## src/rtl/odtx_pkg.sv

```systemverilog
package odtx_pkg;
  typedef enum logic [1:0] {SH_REST, SH_START, SH_DATA} sh_state_e;
  typedef enum logic {DIR_RX, DIR_TX} dir_state_e;
endpackage

```

## src/rtl/odtx_fifo.sv

```systemverilog
module odtx_fifo #(
  parameter int W     = 8,
  parameter int DEPTH = 4
) (
  input  logic         clk_i,
  input  logic         rst_ni,
  input  logic         push_i,
  input  logic [W-1:0] data_i,
  input  logic         pop_i,
  output logic [W-1:0] data_o,
  output logic         empty_o,
  output logic         full_o
);
  localparam int AW = $clog2(DEPTH);

  logic [W-1:0] mem [DEPTH];
  logic [AW:0]  wr_ptr, rd_ptr;

  assign empty_o = (wr_ptr == rd_ptr);
  assign full_o  = (wr_ptr[AW] != rd_ptr[AW]) && (wr_ptr[AW-1:0] == rd_ptr[AW-1:0]);
  assign data_o  = mem[rd_ptr[AW-1:0]];

  always_ff @(posedge clk_i) begin
    if (push_i && !full_o) mem[wr_ptr[AW-1:0]] <= data_i;
  end

  always_ff @(posedge clk_i or negedge rst_ni) begin
    if (!rst_ni) begin
      wr_ptr <= '0;
      rd_ptr <= '0;
    end else begin
      if (push_i && !full_o) wr_ptr <= wr_ptr + 1'b1;
      if (pop_i && !empty_o) rd_ptr <= rd_ptr + 1'b1;
    end
  end
endmodule

```

## src/rtl/odtx_shifter.sv

```systemverilog
module odtx_shifter
  import odtx_pkg::*;
#(
  parameter int W   = 8,
  parameter int TPB = 8
) (
  input  logic         clk_i,
  input  logic         rst_ni,
  input  logic         tick_i,
  input  logic         en_i,
  input  logic         avail_i,
  input  logic [W-1:0] data_i,
  output logic         pop_o,
  output logic         drive_low_o,
  output logic         framing_o
);
  localparam int CW = $clog2(TPB);
  localparam int BW = $clog2(W);

  sh_state_e     state;
  logic [CW-1:0] tcnt;
  logic [BW-1:0] bidx;
  logic [W-1:0]  shreg;
  logic          tcnt_last;

  assign tcnt_last   = (tcnt == CW'(TPB - 1));
  // rest counter saturates at TPB-1: the fetch tick completes the stop bit
  assign pop_o       = tick_i && en_i && avail_i && (state == SH_REST) && tcnt_last;
  assign drive_low_o = (state == SH_START) || ((state == SH_DATA) && !shreg[0]);
  assign framing_o   = (state != SH_REST);

  always_ff @(posedge clk_i or negedge rst_ni) begin
    if (!rst_ni) begin
      state <= SH_REST;
      tcnt  <= '0;
      bidx  <= '0;
      shreg <= '0;
    end else if (tick_i) begin
      unique case (state)
        SH_REST: begin
          if (pop_o) begin
            state <= SH_START;
            tcnt  <= '0;
            shreg <= data_i;
          end else if (!tcnt_last) begin
            tcnt <= tcnt + 1'b1;
          end
        end
        SH_START: begin
          if (tcnt_last) begin
            state <= SH_DATA;
            tcnt  <= '0;
            bidx  <= '0;
          end else begin
            tcnt <= tcnt + 1'b1;
          end
        end
        SH_DATA: begin
          if (tcnt_last) begin
            tcnt  <= '0;
            shreg <= shreg >> 1;
            if (bidx == BW'(W - 1)) state <= SH_REST;
            else                    bidx  <= bidx + 1'b1;
          end else begin
            tcnt <= tcnt + 1'b1;
          end
        end
        default: state <= SH_REST;
      endcase
    end
  end
endmodule

```

## src/rtl/odtx_dir.sv

```systemverilog
module odtx_dir
  import odtx_pkg::*;
#(
  parameter int GUARD_TICKS = 88
) (
  input  logic clk_i,
  input  logic rst_ni,
  input  logic tick_i,
  input  logic half_i,
  input  logic pending_i,
  input  logic line_idle_i,
  input  logic framing_i,
  output logic tx_en_o,
  output logic rx_enable_o,
  output logic busy_o
);
  localparam int GW = $clog2(GUARD_TICKS);

  dir_state_e    state;
  logic [GW-1:0] gcnt;

  assign tx_en_o     = !half_i || (state == DIR_TX);
  assign rx_enable_o = !half_i || (state == DIR_RX);
  assign busy_o      = half_i ? (state == DIR_TX) : (pending_i || framing_i);

  always_ff @(posedge clk_i or negedge rst_ni) begin
    if (!rst_ni) begin
      state <= DIR_RX;
      gcnt  <= '0;
    end else if (!half_i) begin
      state <= DIR_RX;
      gcnt  <= '0;
    end else begin
      unique case (state)
        DIR_RX: begin
          gcnt <= '0;
          if (pending_i && line_idle_i) state <= DIR_TX;
        end
        DIR_TX: begin
          // guard restarts whenever there is more to send
          if (pending_i || framing_i) begin
            gcnt <= '0;
          end else if (tick_i) begin
            if (gcnt == GW'(GUARD_TICKS - 1)) begin
              state <= DIR_RX;
              gcnt  <= '0;
            end else begin
              gcnt <= gcnt + 1'b1;
            end
          end
        end
        default: state <= DIR_RX;
      endcase
    end
  end
endmodule

```

## src/rtl/od_uart_tx.sv

```systemverilog
module od_uart_tx #(
  parameter int DATA_W        = 8,
  parameter int FIFO_DEPTH    = 4,
  parameter int TICKS_PER_BIT = 8,
  parameter int GUARD_BITS    = 11
) (
  input  logic              clk_i,
  input  logic              rst_ni,
  input  logic              tick_i,
  input  logic              half_duplex_i,
  input  logic [DATA_W-1:0] tx_data_i,
  input  logic              tx_valid_i,
  output logic              tx_ready_o,
  input  logic              line_idle_i,
  output logic              rx_enable_o,
  output logic              drive_low_o,
  output logic              busy_o
);
  localparam int GUARD_TICKS = GUARD_BITS * TICKS_PER_BIT;

  logic [DATA_W-1:0] q_data;
  logic              q_empty, q_full, pop, framing, tx_en;

  assign tx_ready_o = !q_full;

  odtx_fifo #(.W(DATA_W), .DEPTH(FIFO_DEPTH)) u_fifo (
    .clk_i   (clk_i),
    .rst_ni  (rst_ni),
    .push_i  (tx_valid_i),
    .data_i  (tx_data_i),
    .pop_i   (pop),
    .data_o  (q_data),
    .empty_o (q_empty),
    .full_o  (q_full)
  );

  odtx_shifter #(.W(DATA_W), .TPB(TICKS_PER_BIT)) u_shift (
    .clk_i       (clk_i),
    .rst_ni      (rst_ni),
    .tick_i      (tick_i),
    .en_i        (tx_en),
    .avail_i     (!q_empty),
    .data_i      (q_data),
    .pop_o       (pop),
    .drive_low_o (drive_low_o),
    .framing_o   (framing)
  );

  odtx_dir #(.GUARD_TICKS(GUARD_TICKS)) u_dir (
    .clk_i       (clk_i),
    .rst_ni      (rst_ni),
    .tick_i      (tick_i),
    .half_i      (half_duplex_i),
    .pending_i   (!q_empty),
    .line_idle_i (line_idle_i),
    .framing_i   (framing),
    .tx_en_o     (tx_en),
    .rx_enable_o (rx_enable_o),
    .busy_o      (busy_o)
  );
endmodule

```

## config.mk

```make
export PLATFORM = sky130hd
export DESIGN_NAME = od_uart_tx
export DESIGN_NICKNAME = d
export VERILOG_FILES = /design/src/rtl/odtx_pkg.sv /design/src/rtl/odtx_fifo.sv /design/src/rtl/odtx_shifter.sv /design/src/rtl/odtx_dir.sv /design/src/rtl/od_uart_tx.sv
export SDC_FILE = /design/constraint.sdc
export NUM_CORES = 1
export LEC_CHECK = 0
export BUFFER_PORTS_ARGS = -buffer_cell sky130_fd_sc_hd__clkbuf_2
export CAP_MARGIN = 20
export CELL_PAD_IN_SITES_DETAIL_PLACEMENT = 2
export CELL_PAD_IN_SITES_GLOBAL_PLACEMENT = 2
export CORE_MARGIN = 2
export CORE_UTILIZATION = 34
export CTS_CLUSTER_SIZE = 30
export DETAILED_ROUTE_END_ITERATION = 10
export GPL_TIMING_DRIVEN = 0
export HOLD_SLACK_MARGIN = 0.1
export PLACE_DENSITY = 0.71
export SYNTH_ARGS = -nofsm -noshare
export SYNTH_HDL_FRONTEND = slang
export SYNTH_SLANG_ARGS = --single-unit
```

## constraint.sdc

```tcl
create_clock -name clk_i -period 2.3 [get_ports clk_i]
set_input_delay 0.23 -clock clk_i [delete_from_list [all_inputs] [get_ports clk_i]]
set_output_delay 0.23 -clock clk_i [all_outputs]
set_load 0.02 [all_outputs]
```

; ---- Word-level counts from Yosys, hierarchy flattened
; Memories as Yosys holds them, arrays and structs flattened.
; Index checks and enable logic that the tools add are counted.
[totals]
n_memories = 1
output_inout_bits = 4
word_cells = 87
ramBits = 32
mem_bits_ro = 0
latchBits = 0
ff_bits = 30
inputBits = 14
[memory_table]
columns = memory, words, word_bits, rd, rd_ports_with_merged_regs, write_ports, line
row1 = u_fifo.mem, 4, 8, 1, 0, 1, odtx_fifo.sv:16  ; logic [W-1:0] mem [DEPTH];
[op_classes]
reduce_logical = 27
order_cmp = 0
muxes = 30
multipliers = 0
add_sub_neg = 5
shift = 0
n_eq_ne = 15
bitwise = 1
div = 0
[ops]
columns = op, n
row1 = $mux W7, 4
row2 = $mux W3, 6
row3 = $mux W8, 2
row4 = $pmux W8 S2, 1
row5 = $pmux W7 S2, 1
row6 = $add A3 B1 Y3 const B, 4
row7 = $pmux W3 S2, 2
row8 = $reduce_and A5 Y1, 2
row9 = $logic_and A1 B1 Y1, 9
row10 = $mux W1, 8
row11 = $mux W2, 4
row12 = $reduce_bool A2 Y1, 4
row13 = $add A7 B1 Y7 const B, 1
row14 = $eq A7 B7 Y1 const B, 1
row15 = $eq A3 B3 Y1 const B, 2
row16 = $ne A2 B2 Y1 const B, 3
row17 = $pmux W2 S3, 1
row18 = $logic_not A1 Y1, 4
row19 = $logic_or A1 B1 Y1, 4
row20 = $ne A2 B1 Y1 const B, 2
row21 = $ne A4 B4 Y1 const B, 1
row22 = $reduce_and A4 Y1, 1
row23 = $eq A3 B3 Y1, 1
row24 = $ne A3 B3 Y1 const B, 1
row25 = 9 further kinds, 9

; ---- Depth between registers and ports, before layout
[logic_depth]
depth_word = 8
mapped_depth = 8
ltp_nobuf = 6

; ---- Cells and area by module
; Synthesis repeated with hierarchy kept, for this count alone.
[unflattened]
cells_unflattened = 229
hier_area_um2 = 3125.5
[by_module_without_submodules]
columns = module, instances, cells_per_inst, seq_area_each_um2, area_per_inst_um2
row1 = odtx_fifo, 1, 90, 1111.1, 1657.8
row2 = odtx_shifter, 1, 86, 400.4, 988.4
row3 = odtx_dir, 1, 51, 200.2, 471.7
row4 = od_uart_tx, 1, 2, 0.0, 7.5

; ---- Worst setup path before layout
; Ideal clock, no wire load.
[synth_path]
path_type = register -> register
start = reg u_shift.state[1]
end = reg u_shift.shreg[1]
path_slack_ns = 0.378
n_path_buf = 1
t_arrival_ns = 1.798
setup_ns = 0.125
stages_incl_launch_ff = 7
period_less_slack_ns = 1.922
t_required_ns = 2.175
path_cell_list = dfrtp_1 > inv_1 > ha_1 > clkbuf_1 > mux2i_1 > nor4_4 > mux2_2
[synth_via]
elab_chain_len = 5
elab_cells_between_ends = 9
classes_between = eq/ne: 3 / mux: 1 / reduce/logical: 5
[synth_rtl]
columns = item, line
row1 = from (decl), odtx_shifter.sv:20  ; sh_state_e state;
row2 = from (signal assigned), odtx_shifter.sv:34  ; state <= SH_REST;
row3 = from (signal assigned), odtx_shifter.sv:42  ; state <= SH_START;
row4 = from (signal assigned), odtx_shifter.sv:51  ; state <= SH_DATA;
row5 = $logic_not A2 Y1, "odtx_shifter.sv:28, odtx_shifter.sv:39"
row6 = $logic_and A1 B1 Y1 (2 in series), odtx_shifter.sv:28  ; assign pop_o = tick_i && en_i && avail_i && (state == SH_REST) && tcnt_last;
row7 = $ne A2 B2 Y1 (no source line), n/a
row8 = $reduce_and A4 Y1 (no source line), n/a
row9 = to (signal assigned), odtx_shifter.sv:44  ; shreg <= data_i;
row10 = to (signal assigned), odtx_shifter.sv:61  ; shreg <= shreg >> 1;
row11 = to (decl), odtx_shifter.sv:23  ; logic [W-1:0] shreg;
; Parallel ways exist; a longest one is shown, timed or not.
; A chain may end at the register's enable or synchronous reset.

; ---- Final worst setup path
[layout_path]
start = reg u_fifo.rd_ptr[1]
end = reg u_shift.tcnt[2]
[layout_via]
elab_chain_len = 7
elab_cells_between_ends = 9
classes_between = eq/ne: 2 / mux: 2 / reduce/logical: 5
[layout_rtl]
columns = item, line
row1 = from (decl), odtx_fifo.sv:17  ; logic [AW:0] wr_ptr, rd_ptr;
row2 = from (signal assigned), odtx_fifo.sv:33  ; if (pop_i && !empty_o) rd_ptr <= rd_ptr + 1'b1;
row3 = $eq A3 B3 Y1 (*), odtx_fifo.sv:19  ; assign empty_o = (wr_ptr == rd_ptr);
row4 = $logic_not A1 Y1 (*), od_uart_tx.sv:42  ; .avail_i (!q_empty),
row5 = $logic_and A1 B1 Y1 (*) (3 in series), odtx_shifter.sv:28
row6 = $ne A3 B3 Y1 (no source line) / $mux W3 (equally long branches), n/a
row7 = $reduce_and A3 Y1 (no source line) / $pmux W3 S2 (equally long branches), n/a
row8 = to (signal assigned), odtx_shifter.sv:46  ; tcnt <= tcnt + 1'b1;
row9 = to (signal assigned), odtx_shifter.sv:55  ; tcnt <= tcnt + 1'b1;
row10 = to (signal assigned), odtx_shifter.sv:65  ; tcnt <= tcnt + 1'b1;
row11 = to (decl), odtx_shifter.sv:21  ; logic [CW-1:0] tcnt;
; Mark *: on every way between the ends. The rest lies on a longest branch, timed or not.

==> results.cfg <==
[outcome]
outcome = finished, final reports clean

[finish]
antennaDiodeCount = 0
final_nets = 282
area_growth_pct = 17.2
multi_input_area_um2 = 1140
nFillCells = 831
regArea_um2 = 1710
drive_gt1_share_pct = 23.6
stdcell_count = 364

[placement]
port_buffers = 17
place.gp.congestion = 0.673
dp_hpwl_um = 4280
place_inst = 339
post-place-ws_ps = -11.6

[logic_synthesis]
synth-edff-count = 32
synth-seq-cells = 62
yosysSeqAreaShare_pct = 58.3
synth_cell_types = 44
synthArstFlopShare_pct = 48.4
ys.flop_type = edfxtp_1
ys_warn_count = 0
netlist_area_um2 = 2930
netlist_instances = 217
avgSynthCellArea_um2 = 13.5
synth_nets = 245

[job]
drv_cap = 0

[timing]
hold_ws_ps = 125
tightestPinTransition_ps = 825
setup_slack_ps = 206
min_period_over_period_pct = 91.1
period_minus_slack_ps = 2090
drv_slew = 0
slew_headroom_pct = 45.0
skew_ps = 10.1
hold_viol = 0
max_freq_mhz = 477
rsz0062_at_grt = false
setup_viol = 0

[worst_hold_path]
min_path_cells = 1
min_path_type = in -> reg
min_from = tx_data_i[0]
min_to = u_fifo.mem[2][0]$_DFFE_PP_

[detailed_routing]
route.detailed.drc = 0
vias = 1822
wl_um = 6240
firstDrtPassIters = 4
postRouteAntennaNets = 0
wl_per_cell_um = 17.1
via_per_inst = 5.01
initialDrtViolationCount = 91

[pwr]
power_density_nw_per_um2 = 1190
p_leak_uw = 0.00141
ir_drop_mv = 0.497

[critical_path]
r2r-end = u_shift.tcnt[2]$_DFFE_PN0P_
path_class = reg -> reg
critical_path_arrival_ps = 2330
reg2reg_from = u_fifo.rd_ptr[1]$_DFFE_PN0P_
crit_required_ps = 2540
worstPathMaxFanout = 10
start_kind = flip-flop
reg2reg_depth = 5
end_kind = flip-flop
reg2reg_slack_ps = 210

[global_route]
overflow = 0
grtUsageTotal_pct = 14.7
antenna_found_initial = 0
grt_pass1_vias = 2002
grt_first_pass_wirelength_um = 10600
grt_max_degree = 31

[die]
die_h_um = 96.9
die_w_um = 96.9
initial_utilization_pct = 35.4
io_pins = 18
dieArea_um2 = 9390
coreArea_um2 = 8300
num_rows = 33

[clocking]
cts.path.max_buffers = 2
cts_tree = done
clock_latency_ps = 350
cts_buffers = 9
cts_sinks = 62
cts.clk_slew.worst_paths_ps = 80
cts-htree-levels = 3
clock-root-buffer = clkbuf_8
routing by layer:
metal  global-route usage (%)  share of wire [%]
met1                     19.5                 47
met4                     5.20                1.4
met5                        0                  0
met3                     4.34                2.4
met2                     23.1                 49
cell usage in the layout (no fill, tap or decap), types with 2 or more instances in the layout:
cell type	n
edfxtp_1	32
dfrtp_1	30
nand2_1	25
clkbuf_2	18
ha_1	14
inv_1	13
xor2_1	10
nor2_1	10
mux2_2	10
clkbuf_8	9
mux4_2	8
dlygate4sd3_1	8
xnor2_1	6
nand4_1	6
mux2i_1	6
inv_6	5
and2_1	4
nand3_1	4
clkbuf_1	3
nor3_1	3
o21ai_0	3
o21a_1	2
a31oi_1	2
worst max path at each step:
| stage | startpoint | cells after the start | slack, ps | endpoint |
|---|---|---|---|---|
| after floorplan | u_shift.state[1]$_DFFE_PN0P_ | 6 | 380 | u_shift.shreg[1]$_DFFE_PN0P_ |
| after global placement | u_shift.state[1]$_DFFE_PN0P_ | 6 | -9 | u_shift.shreg[1]$_DFFE_PN0P_ |
| after detailed placement | u_shift.state[1]$_DFFE_PN0P_ | 6 | -10 | u_shift.shreg[2]$_DFFE_PN0P_ |
| after CTS | u_shift.state[1]$_DFFE_PN0P_ | 6 | 50 | busy_o |
| after global routing | u_shift.state[0]$_DFFE_PN0P_ | 8 | 70 | u_shift.shreg[6]$_DFFE_PN0P_ |
| final | u_fifo.rd_ptr[1]$_DFFE_PN0P_ | 5 | 210 | u_shift.tcnt[2]$_DFFE_PN0P_ |
synthesized netlist by cell type (2+ instances only):
master / count / area (µm²)
edfxtp_1: 32 / 961
dfrtp_1: 30 / 751
nand2_1: 25 / 93.8
ha_1: 14 / 175
inv_1: 13 / 48.8
mux2_2: 10 / 113
nor2_1: 10 / 37.5
xor2_1: 10 / 87.6
mux4_2: 8 / 180
mux2i_1: 6 / 60.1
nand4_1: 6 / 37.5
xnor2_1: 6 / 52.6
and2_1: 4 / 25.0
clkbuf_1: 4 / 15.0
nand3_1: 4 / 20.0
nor3_1: 3 / 15.0
o21ai_0: 3 / 15.0
a31oi_1: 2 / 12.5
o21a_1: 2 / 15.0
per-stage QoR:
stage	utilization [%]	total power, µW	area (µm²)	setup TNS [ps]
floorplan	-	2760	2930	0
global placement	38.0	3130	3150	-31.7
detailed placement	38.0	3210	3150	-43.1
CTS	41.4	4190	3440	0
global route	41.4	4420	3440	0
finish	41.4	4100	3440	0
registers in the layout (all words and copies together), names as in the netlist:
| register | flops |
|---|---|
| u_fifo.mem | 32 |
| u_shift.bidx | 3 |
| u_shift.shreg | 8 |
| u_shift.tcnt | 3 |
| u_dir.gcnt | 7 |
| u_shift.state | 2 |
| u_fifo.wr_ptr | 3 |
| u_fifo.rd_ptr | 3 |
| u_dir.state | 1 |
critical path, stage by stage (launching register included):
cell,delay [ps]
dfrtp_1,410
buf_4,200
xor2_1,170
o31ai_2,540
a311o_1,310
mux2_2,350
cells by family after synthesis:
| group | count (synthesis) | share of synthesized area (%) |
|---|---|---|
| fa+ha+maj | 14 | 5.97 |
| flops | 62 | 58.3 |
| mux | 24 | 12.0 |
| simple gates | 62 | 10.8 |
| xor+xnor | 16 | 4.78 |
| compound gates | 20 | 5.29 |
| buf+inv | 19 | 2.81 |
layout make-up:
| type | count | area share (%) |
|---|---|---|
| multi-input combinational | 136 | 33.2 |
| sequential | 62 | 49.8 |
| inverter | 13 | 1.42 |
| tap | 105 | 3.82 |
| buffer | 6 | 1.02 |
| clock inverter | 7 | 1.82 |
| timing repair buffer | 26 | 5.39 |
| clock buffer | 9 | 3.60 |
what timing repair did:
item                                    CTS  global route
gates resized for setup                   0             2
setup buffers                             1             0
hold buffers                              8             0
hold endpoints to repair                 58             0
pin swaps                                 1             0
endpoints found under the setup margin    6             8
power by group:
part | total [µW] | leakage (µW) | internal, µW | switching [µW]
combinational | 1530 | 0.000635 | 655 | 870
clock | 935 | 0.0000936 | 417 | 518
sequential | 1640 | 0.000679 | 1470 | 170
total | 4100 | 0.00141 | 2550 | 1560
No activity file was read; power rests on OpenSTA's default activity.
